### src/rtl/pwm_pkg.sv
package pwm_pkg;

    localparam int unsigned NTAP  = 4;
    localparam int unsigned SEL_W = $clog2(NTAP);
    localparam int unsigned NCH   = 2;

    typedef struct packed {
        logic             en;
        logic [SEL_W-1:0] sel;
        logic             pol;
    } chan_cfg_t;

    // Field layout of the 8-bit configuration word
    localparam int unsigned EN_LSB   = 0;
    localparam int unsigned SEL0_LSB = 2;
    localparam int unsigned SEL1_LSB = 4;
    localparam int unsigned POL0_BIT = 6;
    localparam int unsigned POL1_BIT = 7;

    function automatic chan_cfg_t decode_cfg(input logic [7:0] word, input int unsigned ch);
        chan_cfg_t c;
        c.en  = word[EN_LSB + ch];
        c.sel = (ch == 0) ? word[SEL0_LSB +: SEL_W] : word[SEL1_LSB +: SEL_W];
        c.pol = (ch == 0) ? word[POL0_BIT] : word[POL1_BIT];
        return c;
    endfunction

endpackage

### src/rtl/pwm_cfg_regs.sv
module pwm_cfg_regs
    import pwm_pkg::*;
#(
    parameter int unsigned CNT_W = 8
) (
    input  logic                       clk,
    input  logic                       rst_n,
    input  logic                       cfg_we,
    input  logic [7:0]                 cfg_wdata,
    input  logic                       wid0_we,
    input  logic [CNT_W-1:0]           wid0_wdata,
    input  logic                       wid1_we,
    input  logic [CNT_W-1:0]           wid1_wdata,
    output chan_cfg_t [NCH-1:0]        cfg,
    output logic [NCH-1:0][CNT_W-1:0]  width
);

    typedef struct packed {
        logic [7:0]                ctrl;
        logic [NCH-1:0][CNT_W-1:0] wid;
    } regs_t;

    regs_t r_d, r_q;

    always_comb begin
        r_d = r_q;
        if (cfg_we)  r_d.ctrl   = cfg_wdata;
        if (wid0_we) r_d.wid[0] = wid0_wdata;
        if (wid1_we) r_d.wid[1] = wid1_wdata;
    end

    always_ff @(posedge clk or negedge rst_n) begin
        if (!rst_n) r_q <= '0;
        else        r_q <= r_d;
    end

    for (genvar g = 0; g < NCH; g++) begin : g_dec
        assign cfg[g]   = decode_cfg(r_q.ctrl, g);
        assign width[g] = r_q.wid[g];
    end

    // a configuration write is visible on the next cycle
    p_cfg_capture_r2: assert property (@(posedge clk) disable iff (!rst_n)
        cfg_we |=> (cfg[0].en == $past(cfg_wdata[0])) && (cfg[1].en == $past(cfg_wdata[1])));

endmodule

### src/rtl/pwm_channel.sv
module pwm_channel
    import pwm_pkg::*;
#(
    parameter int unsigned CNT_W = 8
) (
    input  logic             clk,
    input  logic             rst_n,
    input  chan_cfg_t        cfg,
    input  logic [CNT_W-1:0] width,
    input  logic [NTAP-1:0]  tap_tick,
    output logic             pwm
);

    localparam logic [CNT_W-1:0] CNT_MAX = '1;

    typedef struct packed {
        logic [CNT_W-1:0] cnt;
        logic [CNT_W-1:0] shadow;
    } chan_st_t;

    chan_st_t s_d, s_q;
    logic     tick;
    logic     wrap;
    logic     active;

    always_comb begin
        tick = tap_tick[cfg.sel];
        wrap = tick && (s_q.cnt == CNT_MAX);
        s_d  = s_q;
        if (!cfg.en) begin
            s_d.cnt    = '0;
            s_d.shadow = width;
        end else if (tick) begin
            s_d.cnt = s_q.cnt + 1'b1;
            if (wrap) s_d.shadow = width;
        end
    end

    always_ff @(posedge clk or negedge rst_n) begin
        if (!rst_n) s_q <= '0;
        else        s_q <= s_d;
    end

    assign active = cfg.en && (s_q.cnt < s_q.shadow);
    assign pwm    = active ^ cfg.pol;

    // disabled channel returns to count zero
    p_hold_zero_r9: assert property (@(posedge clk) disable iff (!rst_n)
        !cfg.en |=> (s_q.cnt == '0) || cfg.en);

    // disabled channel sits at its inactive level
    p_inactive_off_r9: assert property (@(posedge clk) disable iff (!rst_n)
        !cfg.en |-> pwm == cfg.pol);

    // one step per selected tick, nothing between ticks
    p_step_r5: assert property (@(posedge clk) disable iff (!rst_n)
        (cfg.en && tick && s_q.cnt != CNT_MAX) |=> (s_q.cnt == $past(s_q.cnt) + 1'b1) || !cfg.en);
    p_hold_r5: assert property (@(posedge clk) disable iff (!rst_n)
        (cfg.en && !tick) |=> $stable(s_q.cnt) || !cfg.en);

    // width reaches the comparator only at the wrap
    p_wrap_load_r8: assert property (@(posedge clk) disable iff (!rst_n)
        (cfg.en && wrap) |=> (s_q.shadow == $past(width)) && (s_q.cnt == '0 || !cfg.en));
    p_shadow_stable_r8: assert property (@(posedge clk) disable iff (!rst_n)
        (cfg.en && !wrap) |=> $stable(s_q.shadow) || !cfg.en);

    // zero width never reaches the active level
    p_zero_width_r7: assert property (@(posedge clk) disable iff (!rst_n)
        (s_q.shadow == '0) |-> pwm == cfg.pol);

endmodule

### src/rtl/dual_pwm_gen.sv
module dual_pwm_gen
    import pwm_pkg::*;
#(
    parameter int unsigned CNT_W = 8
) (
    input  logic             clk,
    input  logic             rst_n,
    input  logic             cfg_we,
    input  logic [7:0]       cfg_wdata,
    input  logic             wid0_we,
    input  logic [CNT_W-1:0] wid0_wdata,
    input  logic             wid1_we,
    input  logic [CNT_W-1:0] wid1_wdata,
    input  logic [NTAP-1:0]  tap_tick,
    output logic [NCH-1:0]   pwm_out
);

    chan_cfg_t [NCH-1:0]       cfg;
    logic [NCH-1:0][CNT_W-1:0] width;

    pwm_cfg_regs #(.CNT_W(CNT_W)) u_regs (
        .clk        (clk),
        .rst_n      (rst_n),
        .cfg_we     (cfg_we),
        .cfg_wdata  (cfg_wdata),
        .wid0_we    (wid0_we),
        .wid0_wdata (wid0_wdata),
        .wid1_we    (wid1_we),
        .wid1_wdata (wid1_wdata),
        .cfg        (cfg),
        .width      (width)
    );

    for (genvar g = 0; g < NCH; g++) begin : g_ch
        pwm_channel #(.CNT_W(CNT_W)) u_ch (
            .clk      (clk),
            .rst_n    (rst_n),
            .cfg      (cfg[g]),
            .width    (width[g]),
            .tap_tick (tap_tick),
            .pwm      (pwm_out[g])
        );
    end

    // outputs low while reset is held
    always_comb begin
        if (!rst_n) p_reset_low_r1: assert (pwm_out == '0);
    end

endmodule

### config.mk
export PLATFORM = sky130hd
export DESIGN_NAME = dual_pwm_gen
export DESIGN_NICKNAME = d
export VERILOG_FILES = /design/src/rtl/pwm_pkg.sv /design/src/rtl/pwm_cfg_regs.sv /design/src/rtl/pwm_channel.sv /design/src/rtl/dual_pwm_gen.sv
export SDC_FILE = /design/constraint.sdc
export NUM_CORES = 1
export LEC_CHECK = 0
export ABC_CLOCK_PERIOD_IN_PS = 2000
export BUFFER_PORTS_ARGS = -buffer_cell sky130_fd_sc_hd__buf_4
export CAP_MARGIN = 10
export CORE_UTILIZATION = 35
export CTS_CLUSTER_SIZE = 12
export DETAILED_ROUTE_END_ITERATION = 7
export GPL_TIMING_DRIVEN = 0
export PLACE_DENSITY_LB_ADDON = 0.1
export SYNTH_ARGS = -nofsm -noshare
export SYNTH_HDL_FRONTEND = slang
export SYNTH_HIERARCHICAL = 1
export SYNTH_SLANG_ARGS = --single-unit
export TNS_END_PERCENT = 20
### constraint.sdc
create_clock -name clk -period 2 [get_ports clk]
set_input_delay 0.2 -clock clk [delete_from_list [all_inputs] [get_ports clk]]
set_output_delay 0.2 -clock clk [all_outputs]
set_load 0.05 [all_outputs]
==> Yosys cells after proc, flatten, opt, wreduce, memory -nomap -nowiden <==
Index checks and enable logic that the tools add are counted.
{ "word_totals": {"register_bits": 56, "inputBits": 33, "out_inout_bits": 2, "elab_cells": 37} }
{ "classes": {"n_addsub": 2, "magnitude_cmp": 4, "eq_ne": 6, "muxes": 10, "bitwise_logic": 2, "n_reduce_logical": 6} }
{ "ops": {"columns": ["operator", "count"], "rows": [
  ["$mux 16", 4],
  ["$add 8x1->8 const B", 2],
  ["$eq 8x8->1 const B", 2],
  ["$lt 8x8->1", 2],
  ["$mux 8", 2],
  ["$ne 2x1->1 const B", 4],
  ["$lt 2x3->1 const B", 2],
  ["$bmux 1 s2", 2],
  ["$logic_and 1x1->1", 4],
  ["$reduce_and 2->1", 2],
  ["$mux 1", 2],
  ["$xor 1x1->1", 2]
]} }

==> Longest topological paths before layout <==
{ "depth": {"word_depth": 6, "ltp_mapped": 7, "ltp_nobuf": 7} }

==> Hierarchy <==
The synthesis kept the hierarchy.
{ "modules_own_cells": {"columns": ["module", "n_inst", "cells_per_inst", "area_per_inst_um2", "seq_area_each_um2"], "rows": [
  ["pwm_channel", 2, 81, 957.2, 400.4],
  ["pwm_cfg_regs", 1, 51, 994.7, 600.6]
]} }

==> Worst setup path before layout <==
Ideal clock, no wire load.
{ "synth_path": {"path_type": "reg2out", "from": "register g_ch[0].u_ch/s_q[9] (netlist bit)", "to": "output pwm_out[0]", "arrival_ns": 2.084, "required_ns": 1.800, "slack_ns": -0.284, "stages_incl_launch_ff": 6, "n_path_buf": 0, "cell_sequence": "dfrtp_1 ha_1 a2111o_1 a31oi_1 o21ai_1 xnor2_1"} }
{ "synth_via": {"elab_chain_len": 3} }
{ "synth_lines": {"columns": ["element", "line_no", "source"], "rows": [
  ["from (decl)", "pwm_channel.sv:21", "chan_st_t s_d, s_q;"],
  ["from (signal assigned)", "pwm_channel.sv:40", "if (!rst_n) s_q <= '0;"],
  ["from (signal assigned)", "pwm_channel.sv:41", "else s_q <= s_d;"],
  ["$lt 8x8->1", "pwm_channel.sv:44", "assign active = cfg.en && (s_q.cnt < s_q.shadow);"],
  ["$logic_and 1x1->1", "pwm_channel.sv:44", null],
  ["$xor 1x1->1", "pwm_channel.sv:45", "assign pwm = active ^ cfg.pol;"],
  ["to (decl)", "dual_pwm_gen.sv:15", "output logic [NCH-1:0] pwm_out"]
]} }
No other way between the ends.

==> Worst setup path after layout <==
{ "layout_path": {"from": "register g_ch[1].u_ch/s_q[1] (netlist bit)", "to": "output pwm_out[1]"} }
{ "layout_via": {"elab_chain_len": 3} }
{ "layout_lines": {"columns": ["element", "line_no"], "rows": [
  ["from (decl)", "pwm_channel.sv:21"],
  ["from (signal assigned)", "pwm_channel.sv:40"],
  ["from (signal assigned)", "pwm_channel.sv:41"],
  ["$lt 8x8->1", "pwm_channel.sv:44"],
  ["$logic_and 1x1->1", "pwm_channel.sv:44"],
  ["$xor 1x1->1", "pwm_channel.sv:45"]
]} }
No other way between the ends.

==> results.sh <==
export IMPL_synth_top_family_by_area="multiplexers"
export IMPL_seqPwrFrac=0.497
export IMPL_yosys_register_bits=56
export IMPL_max_cap_viol_count=0
export IMPL_grt_pass1_wl_um=7860
export IMPL_vias=1689
export IMPL_row_count=32
export IMPL_synth_adder_area_share=0.0688
export IMPL_synthXorXnorAreaFrac=0.0422
export IMPL_path_class="reg2out"
export IMPL_wl_per_cell_um=13.0
export IMPL_yosysSeqAreaShare=0.482
export IMPL_path_clk_slew_ns=0.11
export IMPL_synthMuxAreaShare=0.229
export IMPL_min_period_ns=2.19
export IMPL_internal_power_w=0.00201
export IMPL_fin_worst_skew_ns=0.00744
export IMPL_hp_class="in2reg"
export IMPL_yosysMostFrequentCell="dfrtp_1"
export IMPL_cp_end_kind="output port"
export IMPL_pin_count=35
export IMPL_ys_types=27
export IMPL_antenna_found_initial=0
export IMPL_synthToLayoutAreaGrowth_pct=19.3
export IMPL_synth_compound_area_frac=0.0335
export IMPL_fin_nets=306
export IMPL_synth_avg_cell_area_um2=13.7
export IMPL_dr_first_iter_drc_count=38
export IMPL_drc=0
export IMPL_power_w=0.00274
export IMPL_worst_pin_slew_ns=0.700
export IMPL_fillers=730
export IMPL_die_area_mm2=0.00868
export IMPL_synth_edf_count=0
export IMPL_clkPwrFrac=0.277
export IMPL_drv_slew=0
export IMPL_overflow=0
export IMPL_fp_dieW_um=93.2
export IMPL_cp_max_fo=2
export IMPL_synth_top_area_cell="dfrtp_1"
export IMPL_multiInputGateArea_mm2=0.00143
export IMPL_yosys_top_cells_count="56 x dfrtp_1, 40 x mux2_4, 16 x ha_1"
export IMPL_synthFlopType="dfrtp_1"
export IMPL_cts_tree="done"
export IMPL_critPathRequiredTime_ns=1.80
export IMPL_setup_violations=2
export IMPL_ys_warn_count=6
export IMPL_grt_pass1_vias=1627
export IMPL_initial_core_util=0.369
export IMPL_h_tree_depth=2
export IMPL_whs_ns=0.108
export IMPL_cts_buffers=5
export IMPL_clock_path_buffers=2
export IMPL_fin_ws_ns=-0.189
export IMPL_p_sw_frac=0.266
export IMPL_layout_area_seq_mm2=0.00140
export IMPL_power_frac_comb=0.226
export IMPL_switchingPower_w=0.000730
export IMPL_synth_simple_area_share=0.108
export IMPL_p_per_area_mw_per_mm2=790
export IMPL_cts_root_buffer="clkbuf_8"
export IMPL_syn_area_mm2=0.00291
export IMPL_layout_drive_gt1_share=0.399
export IMPL_dp_cells=346
export IMPL_wirelength_um=4660
export IMPL_design_area_mm2=0.00347
export IMPL_vias_per_cell=4.69
export IMPL_cts_sinks=56
export IMPL_cp_arrival_ns=1.99
export IMPL_synthesis_nets=262
export IMPL_core_mm2=0.00789
export IMPL_violations="setup timing"
export IMPL_clk_latency_ns=0.31
export IMPL_final_cells=360
export IMPL_n_antenna_cell=0
export IMPL_detailed_place_hpwl_um=3300
export IMPL_leakage_nw=1.70
export IMPL_finalHoldViolCount=0
export IMPL_grt_setup_unrepaired="true"
export IMPL_status="finished, violations left"
export IMPL_grtUsageTotal=0.117
export IMPL_gp_congestion=0.704
export IMPL_synthTopCellsByArea="dfrtp_1 48%, mux2_4 21%, ha_1 6.9%"
export IMPL_pre_cts_slack_ns=0.0309
export IMPL_synth_cells=213
export IMPL_max_freq_mhz=457
export IMPL_numPortBuffers=31
export IMPL_synth_top_cell_area_share=0.482
export IMPL_grt_max_degree=57
export IMPL_dr_pass1_iters=4
export IMPL_placed_cell_area_mm2=0.00328
export IMPL_final_antenna_net_count=0
export IMPL_ir_drop_uv=293
export IMPL_fin_crit_sh=1.09
export IMPL_critPathLaunchType="register"
export IMPL_ys_async_sr_fraction=1.00
export IMPL_max_slew_margin=0.533
export IMPL_die_y_um=93.2
## cell families after synthesis
logic type / after synthesis
compound gates: 14
xor+xnor: 14
fa+ha+maj: 16
buf+inv: 19
flops: 56
mux: 44
simple gates: 50
## per-stage QoR
stage | setup TNS [ns] | util
6_report | -0.353 | 0.440
5_1_grt | -0.609 | 0.440
4_1_cts | -0.449 | 0.436
3_5_place_dp | 0 | 0.415
3_3_place_gp | 0 | 0.415
2_1_floorplan | -0.284 | -
## area by class of cell
type | count | share of cell area
clock buffer | 5 | 0.0198
buffer | 5 | 0.0162
sequential | 56 | 0.404
timing repair buffer | 37 | 0.0818
multi-input combinational | 138 | 0.412
clock inverter | 3 | 0.0133
tap | 102 | 0.0368
inverter | 14 | 0.0151
## flip-flops by register name, indices dropped and copies added, names as in the netlist
signal	cells
g_ch.u_ch/s_q	32
u_regs/width	16
u_regs/cfg	8
## worst max-delay path, stage by stage, from the launching register on
cell	delay, ns
dfrtp_1	0.35
inv_1	0.05
ha_1	0.28
a2111o_1	0.38
a31oi_2	0.16
o21ai_2	0.09
xnor2_1	0.15
buf_4	0.22
## timing repair
| action | in CTS | in global routing |
|---|---|---|
| hold endpoints to repair | 56 | 0 |
| gates resized for setup | 4 | 4 |
| hold buffers | 1 | 0 |
| setup endpoints to repair | 2 | 2 |
| setup buffers | 3 | 2 |
| pin swaps | 2 | 0 |
## worst paths after layout
path	startpoint	to	slack [ns]	depth (start not counted)
max in group asynchronous	rst_n	g_ch[1].u_ch/s_q[10]	1.03	2
worst min-delay path	wid0_wdata[4]	u_regs/width[4]	0.11	2
worst max register to register	u_regs/cfg[5]	g_ch[1].u_ch/s_q[5]	0.08	5
min in group asynchronous	rst_n	g_ch[0].u_ch/s_q[15]	0.48	2
worst max-delay path	g_ch[1].u_ch/s_q[1]	pwm_out[1]	-0.19	7
worst min register to register	u_regs/width[9]	u_regs/width[9]	0.52	1
## power by group through the flow
stage / Clock (W) / Sequential [W] / Combinational (W)
6_report: 0.000758 / 0.00136 / 0.000619
2_1_floorplan: 0 / 0.00136 / 0.000447
4_1_cts: 0.000785 / 0.00137 / 0.000615
3_3_place_gp: 0 / 0.00140 / 0.000569
3_5_place_dp: 0 / 0.00140 / 0.000579
5_1_grt: 0.000828 / 0.00139 / 0.000682
## metal layers
layer  up-vias  share of wire  global-route usage
met5         -              0                   0
met1       813           0.55               0.175
li1        834              -                   -
met2        35           0.40               0.163
met4         0          0.017              0.0500
met3         7          0.038              0.0236
## cells in the final DEF (no fill, tap or decap), drive strengths merged, types with 2 or more instances in the layout
| cell | instances |
|---|---|
| and2 | 12 |
| o21a | 2 |
| mux2 | 40 |
| nand2b | 2 |
| dfrtp | 56 |
| nor2 | 4 |
| xor2 | 2 |
| a21boi | 2 |
| xnor2 | 12 |
| mux4 | 2 |
| nor3b | 2 |
| ha | 16 |
| buf | 41 |
| nand3b | 2 |
| a2111o | 2 |
| nor2b | 2 |
| nand3 | 2 |
| or3 | 2 |
| mux2i | 2 |
| clkbuf | 5 |
| o21ai | 4 |
| nand4 | 8 |
| nor3 | 2 |
| nand2 | 12 |
| inv | 15 |
| a31oi | 4 |
Note: power is estimated with default switching activity, not from simulation.
